`src/rtl/pgx_pkg.sv`:
```
package pgx_pkg;

  typedef enum logic [1:0] {
    FLT_NONE  = 2'd0,
    FLT_ABORT = 2'd1,
    FLT_TRAP  = 2'd2
  } fault_e;

  typedef enum logic [1:0] {
    SEL_BASE = 2'd0,
    SEL_DESC = 2'd1,
    SEL_CSR  = 2'd2,
    SEL_EXT  = 2'd3
  } cfgsel_e;

  // Strobes from the control to the datapath
  typedef struct packed {
    logic logFault;
    logic markTrap;
    logic nonRes;
    logic lenErr;
    logic roErr;
  } pgxStrobe_t;

  localparam int CSR_EN      = 0;
  localparam int CSR_MAINT   = 8;
  localparam int CSR_RO      = 13;
  localparam int CSR_LEN     = 14;
  localparam int CSR_NONRES  = 15;
  localparam int EXT_WIDE    = 4;
  localparam int DESC_DIR    = 3;
  localparam int DESC_TRAP   = 7;
  localparam int DESC_LEN_LO = 8;

endpackage

```
`src/rtl/pgx_datapath.sv`:
```
module pgx_datapath
  import pgx_pkg::*;
#(
  parameter int VA_W       = 16,
  parameter int PA_W       = 22,
  parameter int PA_NARROW  = 18,
  parameter int PAGE_BITS  = 3,
  parameter int MODE_W     = 2,
  parameter int BASE_SHIFT = 6,
  parameter int REG_W      = 16,
  parameter logic [PA_W-1:0] IO_OFF    = 22'h00E000,
  parameter logic [PA_W-1:0] IO_NARROW = 22'h03E000,
  parameter logic [PA_W-1:0] IO_WIDE   = 22'h3FE000
) (
  input  logic                          clk,
  input  logic                          rstN,
  input  logic [VA_W-1:0]               accAddr,
  input  logic [MODE_W-1:0]             accMode,
  input  logic                          accData,
  input  logic                          accWrite,
  input  logic                          cfgWe,
  input  logic [1:0]                    cfgSel,
  input  logic [MODE_W+PAGE_BITS:0]     cfgIdx,
  input  logic [REG_W-1:0]              cfgWrData,
  output logic [REG_W-1:0]              cfgRdData,
  input  pgxStrobe_t                    stb,
  output logic [PA_W-1:0]               physAddr,
  output logic                          isIo,
  output logic                          xlatOn,
  output logic                          locked,
  output logic [2:0]                    accCode,
  output logic [VA_W-PAGE_BITS-BASE_SHIFT-1:0] lenLimit,
  output logic                          expandDown
);

  localparam int OFF_W   = VA_W - PAGE_BITS;
  localparam int IDX_W   = MODE_W + 1 + PAGE_BITS;
  localparam int ENTRIES = 1 << IDX_W;
  localparam int LEN_W   = OFF_W - BASE_SHIFT;
  localparam logic [PA_W-1:0] NARROW_MASK = PA_W'((64'd1 << PA_NARROW) - 64'd1);

  logic [REG_W-1:0] baseTab [ENTRIES];
  logic [REG_W-1:0] descTab [ENTRIES];
  logic [REG_W-1:0] csrReg;
  logic [REG_W-1:0] extReg;

  logic             dSel;
  logic             wideOn;
  logic [IDX_W-1:0] accIdx;
  logic [REG_W-1:0] baseSel;
  logic [REG_W-1:0] descSel;
  logic [PA_W-1:0]  scaledBase;
  logic [PA_W-1:0]  sumFull;
  logic [PA_W-1:0]  sumKept;
  logic [PA_W-1:0]  ioBase;

  // Entry selection: data space only if enabled for this mode
  always_comb begin
    dSel    = accData & extReg[accMode];
    wideOn  = extReg[EXT_WIDE];
    accIdx  = {accMode, dSel, accAddr[VA_W-1:OFF_W]};
    baseSel = baseTab[accIdx];
    descSel = descTab[accIdx];
  end

  // Address arithmetic
  always_comb begin
    xlatOn     = csrReg[CSR_EN] | (accWrite & csrReg[CSR_MAINT]);
    scaledBase = PA_W'({baseSel, {BASE_SHIFT{1'b0}}});
    sumFull    = scaledBase + PA_W'(accAddr[OFF_W-1:0]);
    sumKept    = wideOn ? sumFull : (sumFull & NARROW_MASK);
    physAddr   = xlatOn ? sumKept : PA_W'(accAddr);
    if (!xlatOn)     ioBase = IO_OFF;
    else if (wideOn) ioBase = IO_WIDE;
    else             ioBase = IO_NARROW;
    isIo       = physAddr >= ioBase;
    locked     = |csrReg[CSR_NONRES:CSR_RO];
    accCode    = descSel[2:0];
    lenLimit   = descSel[DESC_LEN_LO +: LEN_W];
    expandDown = descSel[DESC_DIR];
  end

  // Register storage
  always_ff @(posedge clk) begin
    if (!rstN) begin
      for (int e = 0; e < ENTRIES; e++) begin
        baseTab[e] <= '0;
        descTab[e] <= '0;
      end
      csrReg <= '0;
      extReg <= '0;
    end else if (cfgWe) begin
      case (cfgSel)
        SEL_BASE: baseTab[cfgIdx] <= cfgWrData;
        SEL_DESC: descTab[cfgIdx] <= cfgWrData;
        SEL_CSR:  csrReg          <= cfgWrData;
        default:  extReg          <= cfgWrData;
      endcase
    end else begin
      if (stb.markTrap)
        descTab[accIdx][DESC_TRAP] <= 1'b1;
      if (stb.logFault)
        csrReg <= {stb.nonRes, stb.lenErr, stb.roErr,
                   csrReg[CSR_RO-1:7], accMode, dSel,
                   accAddr[VA_W-1:OFF_W], csrReg[CSR_EN]};
    end
  end

  // Readback
  always_comb begin
    case (cfgSel)
      SEL_BASE: cfgRdData = baseTab[cfgIdx];
      SEL_DESC: cfgRdData = descTab[cfgIdx];
      SEL_CSR:  cfgRdData = csrReg;
      default:  cfgRdData = extReg;
    endcase
  end

  AST_LOCK_FREEZE: assert property (@(posedge clk) disable iff (!rstN)
    (locked && !cfgWe) |=> $stable(csrReg));

  AST_NARROW_RANGE: assert property (@(posedge clk) disable iff (!rstN)
    (xlatOn && !wideOn) |-> (physAddr[PA_W-1:PA_NARROW] == '0));

endmodule

```
`src/rtl/pgx_ctrl.sv`:
```
module pgx_ctrl
  import pgx_pkg::*;
#(
  parameter int PA_W  = 22,
  parameter int LEN_W = 7,
  parameter int MEM_BYTES = 32'h0010_0000
) (
  input  logic             clk,
  input  logic             rstN,
  input  logic             accValid,
  input  logic             accWrite,
  input  logic [LEN_W-1:0] lenBits,
  input  logic             xlatOn,
  input  logic             locked,
  input  logic [2:0]       accCode,
  input  logic [LEN_W-1:0] lenLimit,
  input  logic             expandDown,
  input  logic [PA_W-1:0]  physAddr,
  input  logic             isIo,
  output fault_e           faultType,
  output pgxStrobe_t       stb
);

  localparam logic [PA_W-1:0] MEM_TOP = PA_W'(MEM_BYTES);

  fault_e codeAct;
  logic   noMem;
  logic   lenBad;
  logic   active;
  logic   codeHit;

  // Protection-code decode
  always_comb begin
    codeAct = FLT_NONE;
    case (accCode)
      3'd1:    codeAct = accWrite ? FLT_ABORT : FLT_TRAP;
      3'd2:    codeAct = accWrite ? FLT_ABORT : FLT_NONE;
      3'd4:    codeAct = FLT_TRAP;
      3'd5:    codeAct = accWrite ? FLT_TRAP : FLT_NONE;
      3'd6:    codeAct = FLT_NONE;
      default: codeAct = FLT_ABORT;
    endcase
  end

  always_comb begin
    active  = accValid & xlatOn;
    noMem   = (physAddr >= MEM_TOP) & ~isIo;
    lenBad  = expandDown ? (lenBits < lenLimit) : (lenBits > lenLimit);
    codeHit = codeAct != FLT_NONE;

    faultType = FLT_NONE;
    stb       = '0;
    if (active) begin
      if (codeHit) begin
        faultType  = codeAct;
        stb.nonRes = (accCode == 3'd0) | (accCode == 3'd4);
        stb.roErr  = ~stb.nonRes;
      end else if (noMem) begin
        faultType  = FLT_ABORT;
        stb.nonRes = 1'b1;
      end else if (lenBad) begin
        faultType  = FLT_TRAP;
        stb.lenErr = 1'b1;
      end
    end
    stb.markTrap = (faultType != FLT_NONE) & accWrite;
    stb.logFault = (faultType != FLT_NONE) & ~locked;
  end

  AST_OFF_NO_FAULT: assert property (@(posedge clk) disable iff (!rstN)
    (accValid && !xlatOn) |-> (faultType == FLT_NONE));

  AST_IDLE_QUIET: assert property (@(posedge clk) disable iff (!rstN)
    !accValid |-> (!stb.logFault && !stb.markTrap));

  AST_ONE_CAUSE: assert property (@(posedge clk) disable iff (!rstN)
    stb.logFault |-> ($countones({stb.nonRes, stb.lenErr, stb.roErr}) == 1));

  AST_MARK_ON_WRITE: assert property (@(posedge clk) disable iff (!rstN)
    stb.markTrap |-> (accWrite && faultType != FLT_NONE));

endmodule

```
`src/rtl/pg_xlate_unit.sv`:
```
module pg_xlate_unit
  import pgx_pkg::*;
#(
  parameter int VA_W       = 16,
  parameter int PA_W       = 22,
  parameter int PA_NARROW  = 18,
  parameter int PAGE_BITS  = 3,
  parameter int MODE_W     = 2,
  parameter int BASE_SHIFT = 6,
  parameter int REG_W      = 16,
  parameter int MEM_BYTES  = 32'h0010_0000
) (
  input  logic                      clk,
  input  logic                      rstN,
  input  logic                      accValid,
  input  logic [VA_W-1:0]           accAddr,
  input  logic [MODE_W-1:0]         accMode,
  input  logic                      accData,
  input  logic                      accWrite,
  input  logic                      cfgWe,
  input  logic [1:0]                cfgSel,
  input  logic [MODE_W+PAGE_BITS:0] cfgIdx,
  input  logic [REG_W-1:0]          cfgWrData,
  output logic [REG_W-1:0]          cfgRdData,
  output logic [PA_W-1:0]           physAddr,
  output logic                      isIo,
  output logic [1:0]                faultType
);

  localparam int OFF_W = VA_W - PAGE_BITS;
  localparam int LEN_W = OFF_W - BASE_SHIFT;

  pgxStrobe_t       stb;
  fault_e           faultCode;
  logic             xlatOn;
  logic             locked;
  logic [2:0]       accCode;
  logic [LEN_W-1:0] lenLimit;
  logic             expandDown;

  pgx_datapath #(
    .VA_W(VA_W), .PA_W(PA_W), .PA_NARROW(PA_NARROW), .PAGE_BITS(PAGE_BITS),
    .MODE_W(MODE_W), .BASE_SHIFT(BASE_SHIFT), .REG_W(REG_W)
  ) u_dp (
    .clk(clk), .rstN(rstN),
    .accAddr(accAddr), .accMode(accMode), .accData(accData), .accWrite(accWrite),
    .cfgWe(cfgWe), .cfgSel(cfgSel), .cfgIdx(cfgIdx), .cfgWrData(cfgWrData),
    .cfgRdData(cfgRdData), .stb(stb),
    .physAddr(physAddr), .isIo(isIo), .xlatOn(xlatOn), .locked(locked),
    .accCode(accCode), .lenLimit(lenLimit), .expandDown(expandDown)
  );

  pgx_ctrl #(
    .PA_W(PA_W), .LEN_W(LEN_W), .MEM_BYTES(MEM_BYTES)
  ) u_ctl (
    .clk(clk), .rstN(rstN),
    .accValid(accValid), .accWrite(accWrite),
    .lenBits(accAddr[OFF_W-1:BASE_SHIFT]),
    .xlatOn(xlatOn), .locked(locked), .accCode(accCode),
    .lenLimit(lenLimit), .expandDown(expandDown),
    .physAddr(physAddr), .isIo(isIo),
    .faultType(faultCode), .stb(stb)
  );

  assign faultType = faultCode;

endmodule

```
`config.mk`:
```
export PLATFORM = sky130hd
export DESIGN_NAME = pg_xlate_unit
export DESIGN_NICKNAME = d
export VERILOG_FILES = /design/src/rtl/pgx_pkg.sv /design/src/rtl/pgx_datapath.sv /design/src/rtl/pgx_ctrl.sv /design/src/rtl/pg_xlate_unit.sv
export SDC_FILE = /design/constraint.sdc
export NUM_CORES = 2
export LEC_CHECK = 0
export BUFFER_PORTS_ARGS = -buffer_cell sky130_fd_sc_hd__buf_2
export CAP_MARGIN = 30
export CORE_ASPECT_RATIO = 2
export CORE_MARGIN = 2
export CORE_UTILIZATION = 32
export DETAILED_ROUTE_END_ITERATION = 7
export SETUP_SLACK_MARGIN = 0.02
export SLEW_MARGIN = 20
export SYNTH_ARGS = -nofsm -noshare
export SYNTH_HDL_FRONTEND = slang
export SYNTH_HIERARCHICAL = 1
export SYNTH_SLANG_ARGS = --single-unit
```
`constraint.sdc`:
```
create_clock -name clk -period 20 [get_ports clk]
set_input_delay 1 -clock clk [delete_from_list [all_inputs] [get_ports clk]]
set_output_delay 1 -clock clk [all_outputs]
set_load 0.05 [all_outputs]
```
[Yosys cells after proc, flatten, opt, wreduce, memory -nomap -nowiden]
Memory sizes are Yosys's and may differ from the RTL's.
Cells that the tools add are included.
Storage, ports and cells
  register bits after elaboration: 32
  bits in latches: 0
  memory bits (writable): 2048
  ROM bits: 0
  logic and storage cells: 92
  memories kept: 2
Operators by class
  add/sub/neg operators: 1
  $mul: 0
  div/mod/pow operators: 0
  magnitude comparators: 5
  equality and inequality tests: 8
  shift-type cells: 0
  mux-type cells: 48
  bitwise logic cells: 12
  reduce and logical (&&, ||, !) cells: 13
Memory list
  u_dp.baseTab: depth 64, bits a word 16, read ports 2, clocked after memory_dff 0, write ports 64, RTL line pgx_datapath.sv:42  | logic [REG_W-1:0] baseTab [ENTRIES];
  u_dp.descTab: depth 64, bits a word 16, read ports 2, clocked after memory_dff 0, write ports 64, RTL line pgx_datapath.sv:43  | logic [REG_W-1:0] descTab [ENTRIES];
Operator list (number)
  $mux W16: 6
  $mux W22: 4
  $pmux W16 S3: 1
  $reduce_or A16 Y1: 3
  $mux W1: 24
  $add A22 B13 Y22: 1
  $ge A22 B21 Y1 const B: 1
  $ge A22 B22 Y1: 1
  $mux W6: 3
  $mux W2: 7
  $pmux W2 S5: 1
  $eq A3 B3 Y1 const B: 3
  $gt A7 B7 Y1: 1
  $lt A7 B7 Y1: 1
  $and A1 B1 Y1: 6
  $reduce_and A2 Y1: 3
  $reduce_bool A2 Y1: 3
  $reduce_or A3 Y1: 2
  $lt A2 B5 Y1 const B: 1
  $not A1 Y1: 4
  $eq A3 B1 Y1 const B: 1
  $eq A3 B2 Y1 const B: 1
  $logic_not A3 Y1: 1
  $mux W3: 1
  6 further kinds: 7

[Longest topological paths before layout]
An unclocked memory read counts as a cell.
  word-level depth: 21
  gate-level depth with buffers: 40
  depth with buffers taken out: 33

[By module]
The synthesis kept the hierarchy.
By module, submodules not included
  pgx_datapath: times used 1, cells each 7645, area an instance 102599.7 µm², sequential area each 62139.6 µm²
  pgx_ctrl: times used 1, cells each 51, area an instance 354.1 µm², sequential area each 0.0 µm²

[Worst setup path before layout]
No wires, ideal clock.
  path type: input-to-reg
  start: input port accAddr[14]
  end: memory u_dp.descTab[1][0] (enable)
  setup time: 0.366 ns
  data arrival time: 10.137 ns
  path slack: 9.497 ns
  cell stages on the path: 36
  path buffers: 9
  cells stage by stage: clkbuf_1 -> buf_2 -> buf_2 -> buf_2 -> clkbuf_1 -> buf_1 -> mux4_2 -> mux4_2 -> mux4_2 -> ha_1 -> nor2b_1 -> o21ai_0 -> a21boi_0 -> o21ai_0 -> a21boi_0 -> o21ai_2 -> nor3b_1 -> xnor2_1 -> nor2_1 -> ha_1 -> and4_1 -> o2111a_1 -> a311o_1 -> o21ba_2 -> o21ai_0 -> a31o_2 -> a41oi_1 -> nand2_1 -> or2_2 -> clkbuf_1 -> clkbuf_1 -> o31a_1 -> nor2_1 -> nand2_1 -> clkbuf_1 -> nand2_1
RTL lines
  from (decl): RTL line pg_xlate_unit.sv:16  | input logic [VA_W-1:0] accAddr,
  to (decl): RTL line pgx_datapath.sv:43

==> flow_summary.rst <==
.. list-table::
   :header-rows: 1

   * - Metric
     - Value
   * - EDFF count, synth
     - 2048
   * - Crit path largest cell delay
     - 980 ps
   * - Die boundary width
     - 405 um
   * - Final count of pins violating max slew
     - 0
   * - Switching power
     - 2.64 mW
   * - Multiplexer share of the synthesized area
     - 12.7%
   * - Max Clock Skew
     - 69.8 ps
   * - RSZ-0062 raised after global routing
     - no
   * - Worst hold path type
     - flip-flop to flip-flop
   * - Area growth from synthesis to layout
     - 11.8%
   * - RR Startpoint
     - u_dp/extReg[2]
   * - Share of final-layout standard cells stronger than drive strength 1
     - 18.4%
   * - Post-DRT Antenna Nets
     - 0
   * - Maximum ir drop on the vdd rail
     - 0.0000664 V
   * - Pint
     - 7.24 mW
   * - Total Nets Final
     - 7508
   * - Critical-path top delay cell
     - sky130_fd_sc_hd__a21oi_4
   * - Share of synthesized cell area in full adder, half adder and majority cells
     - 0.238%
   * - Gp weighted congestion
     - 1.12
   * - Register-to-Register Path Depth
     - 32
   * - Top area cells in the synthesized netlist
     - sky130_fd_sc_hd__edfxtp_1 (60%), sky130_fd_sc_hd__mux4_2 (12%), sky130_fd_sc_hd__and2_1 (5.9%), sky130_fd_sc_hd__a22oi_1 (4.4%), sky130_fd_sc_hd__nor2_1 (4.1%)
   * - Type of origin of the critical path
     - input pin
   * - Clock sink total
     - 2080
   * - CP arrival
     - 12440 ps
   * - Post-route core utilization
     - 35.9%
   * - Number of detailed-routing iterations run before antenna repair
     - 8
   * - Fraction of post-synthesis cell area in the top cell type by area
     - 59.7%
   * - Starting DRT DRC Count
     - 13100
   * - Yosys top cell by area
     - sky130_fd_sc_hd__edfxtp_1
   * - GRT Residual Overflow
     - 0
   * - Final critical-path required period
     - 11940 ps
   * - Achievable Freq
     - 83.7 MHz
   * - Clock root buffer
     - sky130_fd_sc_hd__clkbuf_16
   * - Number of buffers added to fix hold violations after cts
     - 0
   * - Worst Hold Path EP
     - u_dp/extReg[10]
   * - Final setup violation count
     - 0
   * - Detailed-route via count
     - 76900
   * - Number of placed I/O pins
     - 89
   * - Core Footprint
     - 320000 um^2
   * - Overall track demand over capacity in global routing
     - 29.4%
   * - Fill cell total of the finished layout
     - 30500
   * - Global-route wire length before repair
     - 650 mm
   * - R2R setup slack
     - 9120 ps
   * - Clk pin slew, worst setup/hold paths
     - 70 ps
   * - Post-DP HPWL
     - 323 mm
   * - Status
     - complete, no violations
   * - Worst skew pair latency
     - 900 ps
   * - Syn. warnings
     - 6
   * - Family with the most delay on the worst path
     - compound AO/OA/AOI/OAI gates
   * - Switching Share
     - 26.7%
   * - Postcts setup bufs
     - 0
   * - Count of buffer and inverter cells on the critical path
     - 3
   * - Netlist Area Pre-Place
     - 103000 um^2
   * - Via count normalized by instance count
     - 6.44
   * - Placement row count
     - 294
   * - Total die area
     - 327000 um^2
   * - Fraction of the mapped netlist area in compound gates
     - 10.9%
   * - Post-cts gate resize count
     - 0
   * - Xor-xnor portion of the synthesized cell area
     - 0.102%
   * - Fraction of synthesis flops using an asynchronous set or reset pin
     - 0%
   * - Slew at the pin closest to its max-slew limit
     - 1260 ps
   * - Reg2reg end
     - u_dp/descTab[17][9]
   * - Worst Min Path Start
     - u_dp/extReg[10]
   * - Prevailing post-synth register cell
     - sky130_fd_sc_hd__edfxtp_1
   * - Setup tns final
     - 0 ps
   * - Final Hold Violating Endpoints
     - 0
   * - Synthesized area divided by synthesized cell count
     - 13.4 um^2
   * - Part of the total power dissipated in sequential elements
     - 51.4%
   * - Simple-Gate Fraction of Synth Area
     - 12.5%
   * - Setup CP Type
     - input pin to flip-flop
   * - Vert. Die Dim
     - 806 um
   * - Relative slew margins
     - 15.5%
   * - Leakage dissipation
     - 37.9 nW
   * - Count of buffers inserted at the top-level ports
     - 76
   * - Initial standard-cell utilization of the core
     - 32.1%
   * - Combinational cell fraction of total power
     - 11.3%
   * - Crit-path max FO
     - 87
   * - Pwr Density
     - 85.8 nW/um^2
   * - Clock tree from TritonCTS
     - yes
   * - Post-synthesis sequential area ratio
     - 60.4%
   * - Clock share of power
     - 37.4%
   * - Total wire length after detailed routing
     - 485 mm
   * - Wire per inst
     - 40.7 um
   * - Number of maximum-capacitance violations
     - 0
   * - Combinational family with the most area after synthesis
     - multiplexers
   * - Gate count after technology mapping
     - 7696
   * - Final period util
     - 59.7%
   * - H-tree level count
     - 4
   * - Number of flip-flops and latches in the synthesized netlist
     - 2080
   * - Number of nets in the synthesized netlist
     - 7763
   * - Vias in the first global route
     - 72400
   * - Required time at the endpoint of the critical path
     - 20490 ps
   * - CTS buffer count
     - 183
   * - Antenna violations before repair
     - 78
   * - Buffer levels on the longest clock path
     - 4
   * - Largest net degree at the start of global routing
     - 144
   * - Endpoint kind of the worst setup timing path
     - flip-flop
   * - DRC viols
     - 0
   * - Number of distinct library cell variants in the gate-level netlist after synthesis
     - 66
   * - Worst hold stages
     - 2
[cell type report]
class,count,area [um^2],share of cell area (%)
Antenna cell,63,158,0.137
Clock buffer,214,4780,4.15
Clock inverter,111,1100,0.958
Inverter,19,71.3,0.0620
Multi-Input combinational cell,4781,38300,33.3
Sequential cell,2080,62100,54.0
Tap cell,4292,5370,4.67
Timing Repair Buffer,376,3160,2.75
[state kept, by name (all words and copies together), names as in the netlist]
| register | cells |
|---|---|
| u_dp/descTab | 1024 |
| u_dp/baseTab | 1024 |
| u_dp/csrReg | 16 |
| u_dp/extReg | 16 |
[cells by family after synthesis]
kind of cell / count (synthesis)
and+or+nand+nor: 2627
DFF: 2080
AOI/OAI and AO/OA: 1520
buffers and inverters: 835
muxes: 603
adders and majority gates: 19
xor gates and xnor gates: 12
[per-layer routing]
metal	track usage [%]	up-vias	share of wire, %
li1	-	29300	-
met1	29.3	38500	28
met2	49.2	7002	48
met3	7.89	2036	11
met4	27.9	44	13
met5	0	-	0.064
[synth_stat cells, types with 51 or more instances]
master and n:
sky130_fd_sc_hd__a21oi_1 51, sky130_fd_sc_hd__a221oi_1 222, sky130_fd_sc_hd__a22o_1 223, sky130_fd_sc_hd__a22oi_1 598, sky130_fd_sc_hd__a31oi_1 223, sky130_fd_sc_hd__and2_1 968
sky130_fd_sc_hd__buf_1 67, sky130_fd_sc_hd__buf_2 86, sky130_fd_sc_hd__clkbuf_1 641, sky130_fd_sc_hd__edfxtp_1 2048, sky130_fd_sc_hd__mux4_2 559, sky130_fd_sc_hd__nand2_1 296
sky130_fd_sc_hd__nor2_1 1118, sky130_fd_sc_hd__nor3_1 67, sky130_fd_sc_hd__o21ai_0 139
[worst max path at each step]
stage | from | endpoint | depth (start not counted)
2_1_floorplan | accAddr[14] | u_dp/descTab[1][0] | 36
3_3_place_gp | accAddr[13] | u_dp/descTab[48][10] | 32
3_5_place_dp | accAddr[13] | u_dp/descTab[23][11] | 30
4_1_cts | accAddr[13] | u_dp/descTab[39][4] | 30
5_1_grt | accAddr[13] | u_dp/descTab[33][15] | 29
6_report | accAddr[13] | u_dp/descTab[17][9] | 29
[layout by cell type (no fill, tap or decap), types with 11 or more instances in the layout]
cell type	instances
sky130_fd_sc_hd__nand4_1	38
sky130_fd_sc_hd__o21ai_2	60
sky130_fd_sc_hd__mux4_2	559
sky130_fd_sc_hd__clkinvlp_4	13
sky130_fd_sc_hd__diode_2	63
sky130_fd_sc_hd__edfxtp_1	2048
sky130_fd_sc_hd__a21boi_0	18
sky130_fd_sc_hd__nor3_1	65
sky130_fd_sc_hd__a21oi_1	46
sky130_fd_sc_hd__nand2_1	278
sky130_fd_sc_hd__buf_12	20
sky130_fd_sc_hd__a31oi_1	197
sky130_fd_sc_hd__a22oi_1	598
sky130_fd_sc_hd__buf_4	240
sky130_fd_sc_hd__a31oi_2	26
sky130_fd_sc_hd__buf_6	19
sky130_fd_sc_hd__nor4_1	34
sky130_fd_sc_hd__buf_2	75
sky130_fd_sc_hd__buf_8	11
sky130_fd_sc_hd__inv_1	18
sky130_fd_sc_hd__clkinv_2	27
sky130_fd_sc_hd__a22o_1	223
sky130_fd_sc_hd__mux2i_1	40
sky130_fd_sc_hd__o21ai_0	77
sky130_fd_sc_hd__clkinv_1	36
sky130_fd_sc_hd__clkbuf_1	27
sky130_fd_sc_hd__and2_1	968
sky130_fd_sc_hd__nor2_2	38
sky130_fd_sc_hd__bufinv_16	20
sky130_fd_sc_hd__ha_1	18
sky130_fd_sc_hd__clkbuf_16	187
sky130_fd_sc_hd__nand2_2	18
sky130_fd_sc_hd__nor2_1	1078
sky130_fd_sc_hd__dfxtp_1	32
sky130_fd_sc_hd__nand3_1	31
sky130_fd_sc_hd__nor2b_1	18
sky130_fd_sc_hd__a221oi_1	221
[tightest hold or removal path: stages, from the launching register on]
cell	delay, ps
sky130_fd_sc_hd__dfxtp_1	310
sky130_fd_sc_hd__nand2_1	50
sky130_fd_sc_hd__a21boi_0	60
[power groups by stage]
stage	combinational [mW]	clock [mW]	sequential, mW
floorplan	0.570	0	5.09
global placement	1.03	0	5.15
detailed placement	1.04	0	5.16
CTS	1.04	3.70	5.06
global route	1.11	3.83	5.08
finish	1.11	3.69	5.07
[through the flow]
stage | area [um^2] | hold WS [ps] | total power [mW] | instances | setup WS [ps]
finish | 115000 | 468 | 9.88 | 11900 | 8060
global route | 115000 | 489 | 10.0 | 11900 | 7600
global placement | 108000 | 448 | 6.17 | 11500 | 6860
floorplan | 103000 | 440 | 5.66 | 7696 | 9500
CTS | 114000 | 452 | 9.80 | 11900 | 8200
detailed placement | 109000 | 458 | 6.20 | 11500 | 7310
Note: power is estimated with default switching activity, not from simulation.
